File: src/rtl/opnd_unpack_pkg.sv
package opnd_unpack_pkg;

    localparam int WORD_W   = 64;
    localparam int SGL_EB   = 8;
    localparam int SGL_FB   = 23;
    localparam int DBL_EB   = 11;
    localparam int DBL_FB   = 52;

    typedef enum logic [1:0] {
        TYP_I32 = 2'd0,
        TYP_I64 = 2'd1,
        TYP_SGL = 2'd2,
        TYP_DBL = 2'd3
    } typ_e;

    typedef enum logic [2:0] {
        CLS_ZERO = 3'd0,
        CLS_NUM  = 3'd1,
        CLS_INF  = 3'd2,
        CLS_QNAN = 3'd3,
        CLS_SNAN = 3'd4
    } cls_e;

endpackage

File: src/rtl/opnd_unpack_lzc.sv
module opnd_unpack_lzc #(
    parameter int W  = 64,
    parameter int CW = $clog2(W + 1)
) (
    input  logic [W-1:0]  d,
    output logic [CW-1:0] cnt
);
    // Scans upward so the highest set bit decides; zero input yields W.
    always_comb begin
        cnt = CW'(W);
        for (int i = 0; i < W; i++) begin
            if (d[i]) cnt = CW'(W - 1 - i);
        end
    end
endmodule

File: src/rtl/opnd_unpack_ieee.sv
module opnd_unpack_ieee
    import opnd_unpack_pkg::*;
#(
    parameter int EB     = 8,
    parameter int FB     = 23,
    parameter int MANT_W = 64,
    parameter int EXP_W  = 13
) (
    input  logic [EB-1:0]            e_bits,
    input  logic [FB-1:0]            f_bits,
    output cls_e                     cls,
    output logic signed [EXP_W-1:0]  exp_raw,
    output logic [MANT_W-1:0]        mant_raw
);
    localparam int BIAS = (1 << (EB - 1)) - 1;
    localparam logic signed [EXP_W-1:0] BIAS_S = EXP_W'(BIAS);
    localparam logic signed [EXP_W-1:0] DEN_S  = EXP_W'(1 - BIAS);
    localparam logic [EB-1:0]           EMAX   = '1;

    logic [MANT_W-1:0] frac_al;
    logic              frac_nz;

    assign frac_al = {1'b0, f_bits, {(MANT_W - 1 - FB){1'b0}}};
    assign frac_nz = |f_bits;

    always_comb begin
        cls      = CLS_NUM;
        exp_raw  = '0;
        mant_raw = frac_al;
        if (e_bits == '0) begin
            if (!frac_nz) begin
                cls      = CLS_ZERO;
                mant_raw = '0;
            end else begin
                exp_raw  = DEN_S;
            end
        end else if (e_bits == EMAX) begin
            cls = frac_nz ? CLS_QNAN : CLS_INF;
        end else begin
            exp_raw              = $signed(EXP_W'(e_bits)) - BIAS_S;
            mant_raw[MANT_W-1]   = 1'b1;
        end
    end
endmodule

File: src/rtl/opnd_unpack_decode.sv
module opnd_unpack_decode
    import opnd_unpack_pkg::*;
#(
    parameter int MANT_W = 64,
    parameter int EXP_W  = 13
) (
    input  logic [1:0]               typ,
    input  logic [WORD_W-1:0]        word,
    output logic                     sign,
    output cls_e                     cls,
    output logic signed [EXP_W-1:0]  exp_raw,
    output logic [MANT_W-1:0]        mant_raw
);
    localparam logic signed [EXP_W-1:0] INT_TOP = EXP_W'(MANT_W - 1);

    cls_e                    s_cls, d_cls;
    logic signed [EXP_W-1:0] s_exp, d_exp;
    logic [MANT_W-1:0]       s_mant, d_mant;
    logic [31:0]             lo_mag;
    logic [63:0]             wd_mag;

    opnd_unpack_ieee #(.EB(SGL_EB), .FB(SGL_FB), .MANT_W(MANT_W), .EXP_W(EXP_W)) u_sgl (
        .e_bits   (word[62 -: SGL_EB]),
        .f_bits   (word[32 +: SGL_FB]),
        .cls      (s_cls),
        .exp_raw  (s_exp),
        .mant_raw (s_mant)
    );

    opnd_unpack_ieee #(.EB(DBL_EB), .FB(DBL_FB), .MANT_W(MANT_W), .EXP_W(EXP_W)) u_dbl (
        .e_bits   (word[62 -: DBL_EB]),
        .f_bits   (word[0 +: DBL_FB]),
        .cls      (d_cls),
        .exp_raw  (d_exp),
        .mant_raw (d_mant)
    );

    // Two's complement to magnitude; the most negative value maps to 2^(N-1).
    assign lo_mag = word[31] ? (~word[31:0] + 32'd1) : word[31:0];
    assign wd_mag = word[63] ? (~word + 64'd1) : word;

    always_comb begin
        sign     = word[63];
        cls      = CLS_NUM;
        exp_raw  = INT_TOP;
        mant_raw = '0;
        unique case (typ)
            TYP_I32: begin
                sign     = word[31];
                mant_raw = MANT_W'(lo_mag);
                cls      = (lo_mag == '0) ? CLS_ZERO : CLS_NUM;
            end
            TYP_I64: begin
                mant_raw = MANT_W'(wd_mag);
                cls      = (wd_mag == '0) ? CLS_ZERO : CLS_NUM;
            end
            TYP_SGL: begin
                cls      = s_cls;
                exp_raw  = s_exp;
                mant_raw = s_mant;
            end
            default: begin
                cls      = d_cls;
                exp_raw  = d_exp;
                mant_raw = d_mant;
            end
        endcase
        if (cls == CLS_ZERO) exp_raw = '0;
    end
endmodule

File: src/rtl/opnd_unpack.sv
module opnd_unpack
    import opnd_unpack_pkg::*;
#(
    parameter int MANT_W = 64,
    parameter int EXP_W  = 13
) (
    input  logic                     clk,
    input  logic                     rst_n,
    input  logic                     in_valid,
    output logic                     in_ready,
    input  logic [1:0]               in_type,
    input  logic [WORD_W-1:0]        in_word,
    output logic                     out_valid,
    output logic                     out_sign,
    output logic signed [EXP_W-1:0]  out_exp,
    output logic [MANT_W-1:0]        out_mant,
    output logic                     out_sticky,
    output logic [2:0]               out_class,
    output logic                     out_invalid
);
    localparam int CW = $clog2(MANT_W + 1);
    localparam int QB = MANT_W - 2;

    typedef struct packed {
        logic                    vld;
        logic                    sign;
        logic signed [EXP_W-1:0] exp;
        logic [MANT_W-1:0]       mant;
        cls_e                    cls;
        logic                    inv;
    } res_t;

    res_t                    res_d, res_q;
    logic                    dec_sign;
    cls_e                    dec_cls;
    logic signed [EXP_W-1:0] dec_exp;
    logic [MANT_W-1:0]       dec_mant;
    logic [CW-1:0]           lz_cnt;
    logic                    take;

    assign in_ready = 1'b1;
    assign take     = in_valid && in_ready;

    opnd_unpack_decode #(.MANT_W(MANT_W), .EXP_W(EXP_W)) u_dec (
        .typ      (in_type),
        .word     (in_word),
        .sign     (dec_sign),
        .cls      (dec_cls),
        .exp_raw  (dec_exp),
        .mant_raw (dec_mant)
    );

    opnd_unpack_lzc #(.W(MANT_W), .CW(CW)) u_lzc (
        .d   (dec_mant),
        .cnt (lz_cnt)
    );

    always_comb begin
        res_d = res_q;
        if (take) begin
            res_d.vld  = 1'b1;
            res_d.sign = dec_sign;
            res_d.cls  = dec_cls;
            res_d.exp  = dec_exp;
            res_d.mant = dec_mant;
            res_d.inv  = 1'b0;
            if (dec_cls == CLS_NUM) begin
                res_d.mant = dec_mant << lz_cnt;
                res_d.exp  = dec_exp - $signed(EXP_W'(lz_cnt));
            end
            if (dec_cls == CLS_QNAN && !dec_mant[QB]) begin
                res_d.mant[QB] = 1'b1;
                res_d.cls      = CLS_SNAN;
                res_d.inv      = 1'b1;
            end
        end
    end

    always_ff @(posedge clk) begin
        if (!rst_n) res_q <= '0;
        else        res_q <= res_d;
    end

    assign out_valid   = res_q.vld;
    assign out_sign    = res_q.sign;
    assign out_exp     = res_q.exp;
    assign out_mant    = res_q.mant;
    assign out_sticky  = 1'b0;
    assign out_class   = res_q.cls;
    assign out_invalid = res_q.inv;
endmodule

File: config.mk
export PLATFORM = sky130hd
export DESIGN_NAME = opnd_unpack
export DESIGN_NICKNAME = d
export VERILOG_FILES = /design/src/rtl/opnd_unpack_pkg.sv /design/src/rtl/opnd_unpack_lzc.sv /design/src/rtl/opnd_unpack_ieee.sv /design/src/rtl/opnd_unpack_decode.sv /design/src/rtl/opnd_unpack.sv
export SDC_FILE = /design/constraint.sdc
export NUM_CORES = 1
export LEC_CHECK = 0
export BUFFER_PORTS_ARGS = -buffer_cell sky130_fd_sc_hd__buf_2
export CAP_MARGIN = 20
export CORE_MARGIN = 4
export CORE_UTILIZATION = 40
export DETAILED_ROUTE_END_ITERATION = 6
export SLEW_MARGIN = 25
export SYNTH_ARGS = -nofsm -noshare
export SYNTH_HDL_FRONTEND = slang
export SYNTH_SLANG_ARGS = --single-unit
File: constraint.sdc
create_clock -name clk -period 5.8 [get_ports clk]
set_input_delay 0.29 -clock clk [delete_from_list [all_inputs] [get_ports clk]]
set_output_delay 0.29 -clock clk [all_outputs]
set_load 0.02 [all_outputs]
* Yosys cells after proc, flatten, opt, wreduce, memory -nomap -nowiden *
Index checks and enable logic that the tools add are counted.

storage, ports and cells
  register bits after elaboration = 83
  bits of input ports = 69
  output and inout bits = 85
  logic and storage cells = 129

cells by class
  add/sub/neg operators = 5
  equal/unequal tests = 6
  shifts and indexed selects = 1
  muxes and demuxes = 98
  bitwise operators = 2
  reductions and logical operators = 11

operators with widths
  cell                    count
  $mux 7                  64
  $mux 63                 4
  $pmux 64 s3             1
  $mux 13                 7
  $mux 77                 1
  $add 64x1->64 const B   1
  $logic_not 64->1        1
  $mux 64                 1
  $not 64->64             1
  $shl 64x7->64           1
  $reduce_or 52->1        1
  $add 32x1->32 const B   1
  $logic_not 32->1        1
  $mux 32                 1
  $not 32->32             1
  $pmux 13 s2             1
  $reduce_or 23->1        1
  $sub 13x8->13           1
  $mux 1                  12
  $sub 11x10->12 const B  1
  $eq 11x11->1 const B    1
  $logic_not 11->1        1
  $pmux 3 s3              1
  $sub 8x7->9 const B     1
  14 further kinds        16

* Longest topological paths before layout *
  depth in word-level cells = 71
  gate-level depth with buffers = 33

* Hierarchy *
From an unflattened synthesis, not the netlist that was laid out.

unflattened totals
  cells, all modules = 2027
  area total of the unflattened synthesis = 15325.9 µm²

modules (own cells, without submodules)
  module                           times used  cells each  area an instance (µm²)  seq. area each (µm²)
  opnd_unpack                      1           896         7714.9                  1661.6
  opnd_unpack_decode               1           738         5298.8                  0.0
  opnd_unpack_lzc                  1           147         859.6                   0.0
  opnd_unpack_ieee at u_dec.u_dbl  1           132         747.0                   0.0
  opnd_unpack_ieee at u_dec.u_sgl  1           114         705.7                   0.0

* Worst setup path before layout *
No wires, ideal clock.

  path type = input port to flip-flop
  from = in in_word[0]
  to = reg res_q, in the netlist out_exp[11]
  arrival = 6.022 ns
  required time = 5.730 ns
  setup slack = -0.292 ns
  cell stages on the path = 25
  path buffers = 4
  path through = inv_1 ha_1 nor4b_2 nand4_2 buf_2 or4b_1 a211o_1 a211oi_1 a21boi_0 o211ai_1 a211oi_1 o31a_1 buf_2 inv_2 buf_1 buf_2 ha_1 a21o_1 a21o_1 a21o_1 a21oi_1 o21ai_0 or2_2 or3b_2 a21oi_1

between the ends
  longest elaborated chain between the ends = 70

RTL lines
  element                                                RTL line                                            source
  start, declared                                        opnd_unpack.sv:12                                   input logic [WORD_W-1:0] in_word,
  $not 64->64 / $not 32->32 (equally long branches)      opnd_unpack_decode.sv:40, opnd_unpack_decode.sv:39
  $add 64x1->64 / $add 32x1->32 (equally long branches)  opnd_unpack_decode.sv:40, opnd_unpack_decode.sv:39
  $mux 64 / $mux 32 (equally long branches)              opnd_unpack_decode.sv:40, opnd_unpack_decode.sv:39
  $pmux 64 s3                                            opnd_unpack_decode.sv:47                            unique case (typ)
  $mux 7 (64 in a row)                                   opnd_unpack_lzc.sv:12                               if (d[i]) cnt = CW'(W - 1 - i);
  $sub 13x8->13                                          opnd_unpack.sv:69                                   res_d.exp = dec_exp - $signed(EXP_W'(lz_cnt));
  $mux 77 *                                              opnd_unpack.sv:67                                   if (dec_cls == CLS_NUM) begin
  end signal, assigned                                   opnd_unpack.sv:81                                   else res_q <= res_d;
  end, declared                                          opnd_unpack.sv:33                                   res_t res_d, res_q;

Every way passes the cells marked *; elsewhere a longest branch is shown, timed or not.
A chain may end at the register's enable or synchronous reset.

* Worst setup path in the final report *
  from = in in_word[1]
  to = reg res_q, in the netlist out_mant[58]

between the ends
  longest elaborated chain between the ends = 69

RTL lines
  element                                                RTL line                                            source
  $not 64->64 / $not 32->32 (equally long branches)      opnd_unpack_decode.sv:40, opnd_unpack_decode.sv:39
  $add 64x1->64 / $add 32x1->32 (equally long branches)  opnd_unpack_decode.sv:40, opnd_unpack_decode.sv:39
  $mux 64 / $mux 32 (equally long branches)              opnd_unpack_decode.sv:40, opnd_unpack_decode.sv:39
  $pmux 64 s3                                            opnd_unpack_decode.sv:47
  $mux 7 (63 in a row)                                   opnd_unpack_lzc.sv:12
  $shl 64x7->64                                          opnd_unpack.sv:68                                   res_d.mant = dec_mant << lz_cnt;
  $mux 77 *                                              opnd_unpack.sv:67

Marks and branches as above.

==> impl_metrics.py <==
metrics = {
    "detailed_routing": {
        "wl_per_cell_um": 27.6,
        "viasPerCell": 6.90,
        "drtAntennaViolNets": 0,
        "drtIter0Drc": 3362,
        "num_vias": 23200,
        "dr.pass1.iters": 6,
        "wirelength_um": 92900,
        "drcViolationCount": 0,
    },
    "logic_synthesis": {
        "syn-cell-area_mm2": 0.0160,
        "avgSynthCellArea_um2": 6.65,
        "synth_cells": 2402,
        "yosys.area.top_type_share": 0.103,
        "ys_seq_area_frac": 0.103,
        "yosysTopAreaCell": "dfxtp_1",
        "yosysMostFrequentCell": "nand2_1",
        "yosysUniqueCellTypes": 113,
        "yosys_register_bits": 82,
        "ys_top_cells_by_count": "226 x nand2_1, 212 x nor2_1, 181 x o21ai_0, 173 x clkbuf_1, 141 x a21oi_1",
        "yosys_warnings": 0,
        "ys_top_cells_by_area": "dfxtp_1 10%, o21ai_0 5.7%, nand2_1 5.3%",
        "synthArstFlopShare": 0,
        "syn-num-nets": 2485,
        "synth_edf_count": 0,
        "synth_top_flop_cell": "dfxtp_1",
    },
    "grt": {
        "grt_pass1_wl_um": 138000,
        "grt_pass1_vias": 21900,
        "grt_max_degree": 67,
        "overflow": 0,
        "grt_usage": 0.401,
        "antenna_found_initial": 2,
    },
    "clock_tree": {
        "cts_buffers": 9,
        "clk_path_buf_depth": 2,
        "clk_pin_slew_ns": 0.07,
        "worstSkewPairLatency_ns": 0.35,
        "cts_root_buffer": "clkbuf_16",
        "htreeDepth": 3,
        "clock_sinks": 82,
        "cts_tree": "done",
        "cts_hold_buf": 0,
    },
    "worst_setup_path": {
        "required_ns": 6.07,
        "slowest_stage": "or4b_4",
        "endpoint_kind": "flop",
        "worstPathMaxFanout": 8,
        "worstReg2RegStart": "out_mant[47]",
        "cpMostUsedCell": "buf_4",
        "rr_worst_depth": 5,
        "rrSetupSlack_ns": 4.32,
        "worstSetupStartpointType": "primary input",
        "arrival_ns": 5.99,
        "r2r_end": "out_mant[47]",
        "criticalPathCategory": "primary input to flop",
        "slowest_delay_ns": 0.46,
    },
    "sta": {
        "maxSlewViolCount": 0,
        "finClkSkew_ns": 0,
        "slew_headroom": 0.366,
        "setup_viol": 0,
        "finalWorstSetupSlack_ns": 0.0799,
        "worst_slew_pin_slew_ns": 0.951,
        "fmax_ghz": 0.175,
        "hold_violations": 0,
        "min_period_ns": 5.72,
        "fin_crit_sh": 0.986,
        "rsz0062_at_grt": "true",
        "hold-worst-slack_ns": 0.462,
    },
    "pwr": {
        "total_power_mw": 4.22,
        "vdd_drop_max_uv": 169,
        "p_leak_nw": 8.58,
        "p_per_area_mw_per_mm2": 200,
    },
    "floorplan": {
        "die_area_mm2": 0.0432,
        "ios": 154,
        "die_w_um": 208,
        "start_util": 0.409,
        "die_h_um": 208,
        "core.rowCount": 72,
        "coreArea_mm2": 0.0391,
    },
    "outcome": {
        "outcome": "finished clean",
    },
    "placed_design": {
        "hpwl_um": 73300,
        "gp_congestion": 1.08,
        "pre_cts_ws_ns": -0.185,
        "io_buffer_count": 151,
        "placed_cell_area_mm2": 0.0205,
    },
    "hold_path": {
        "min_from": "out_class[1]",
        "min_path_type": "flop to flop",
        "whs_path_depth": 2,
        "hold_end": "out_class[1]",
    },
    "final_layout": {
        "post_route_cells_drive_above_1_share": 0.310,
        "final_cell_area_mm2": 0.0211,
        "area_growth_pct": 32.0,
        "layout.nets": 2923,
    },
    "run": {
        "max-cap-violations": 0,
    },
}
==> where the power goes <==
part | switching [mW] | internal (mW)
clock network | 0.264 | 0.295
logic | 1.80 | 1.19
registers | 0.0354 | 0.626
total | 2.10 | 2.11
==> timing repair <==
item / in CTS / in global routing
buffers inserted: 0 / 9
setup endpoints to repair: 0 / 21
resized for setup: 0 / 59
hold endpoints to repair: 0 / 0
==> worst max-delay path, delay by kind of cell <==
family                   cells  cell delay, ns
buffers and inverters        9            1.40
AO/OA/AOI/OAI               11            2.80
adder cells (fa/ha/maj)      1            0.13
AND/OR/NAND/NOR              3            1.04
multiplexers                 1            0.28
==> sequential cells by signal, indices dropped and copies added, names as in the netlist <==
signal     flops
out_class      3
out_sign       1
out_exp       13
out_valid      1
out_mant      64
==> how the worst max path moves through the flow <==
stage / start / endpoint / cells past startpoint
global route: in_word[1] / out_exp[10] / 34
finish: in_word[1] / out_mant[58] / 25
global placement: in_word[9] / out_exp[11] / 28
detailed placement: in_word[9] / out_exp[11] / 28
CTS: in_word[9] / out_exp[11] / 28
floorplan: in_word[27] / out_exp[11] / 25
==> stage by stage <==
stage          utilization  instances  setup TNS (ns)
2_1_floorplan            -       2402               0
3_3_place_gp         0.524       3338          -0.669
3_5_place_dp         0.524       3338           -1.20
4_1_cts              0.531       3354               0
5_1_grt              0.539       3363          -0.151
6_report             0.539       3365               0
==> kinds of logic (layout without fill, tap and decap cells) <==
kind of cell / count (synthesis) / count (layout) / synth area share
AND/OR/NAND/NOR: 973 / 973 / 0.318
adder cells (fa/ha/maj): 14 / 14 / 0.0114
other: 2 / 4 / 0.000470
flip-flops: 82 / 82 / 0.103
XOR/XNOR: 58 / 58 / 0.0318
AO/OA/AOI/OAI: 877 / 877 / 0.385
buffers and inverters: 289 / 732 / 0.0781
multiplexers: 107 / 107 / 0.0726
==> layout make-up <==
class	count	area (um2)
Fill cell	3909	18000
Timing Repair Buffer	681	4980
Antenna cell	2	5.00
Sequential cell	82	1640
Clock inverter	6	48.8
Tap cell	518	648
Inverter	35	136
Clock buffer	10	229
Multi-Input combinational cell	2031	13400
==> per-layer routing <==
metal  share of wire  vias up  routed length [um]  global-route usage
met4           0.041        2                3820               0.128
li1                -    10100                   -                   -
met3            0.12      299               11300               0.107
met1            0.40    11100               37600               0.542
met2            0.43     1618               40100               0.622
met5         0.00074        -                  69              0.0122
==> layout by cell type (no fill, tap or decap), drive strengths merged, types with 13 or more instances in the layout <==
master | netlist | routed
a21oi | 144 | 144
a21o | 29 | 29
nor3 | 96 | 96
nand2b | 27 | 27
mux2i | 63 | 63
or2 | 22 | 22
a221oi | 20 | 20
a211oi | 46 | 46
nand3 | 92 | 92
a311oi | 17 | 17
inv | 33 | 36
a22o | 13 | 13
a31oi | 64 | 64
nand2 | 227 | 227
a211o | 21 | 21
mux2 | 41 | 41
nand4 | 33 | 33
o21a | 19 | 19
dfxtp | 82 | 82
a22oi | 33 | 33
o22ai | 32 | 32
xor2 | 19 | 19
ha | 13 | 13
buf | 81 | 680
xnor2 | 39 | 39
nor4 | 83 | 83
o21ai | 186 | 186
o31ai | 34 | 34
nor2b | 25 | 25
nor2 | 215 | 215
and3 | 25 | 25
o211ai | 29 | 29
and2 | 37 | 37
or4 | 31 | 31
or3 | 20 | 20
Note: power is estimated with default switching activity, not from simulation.
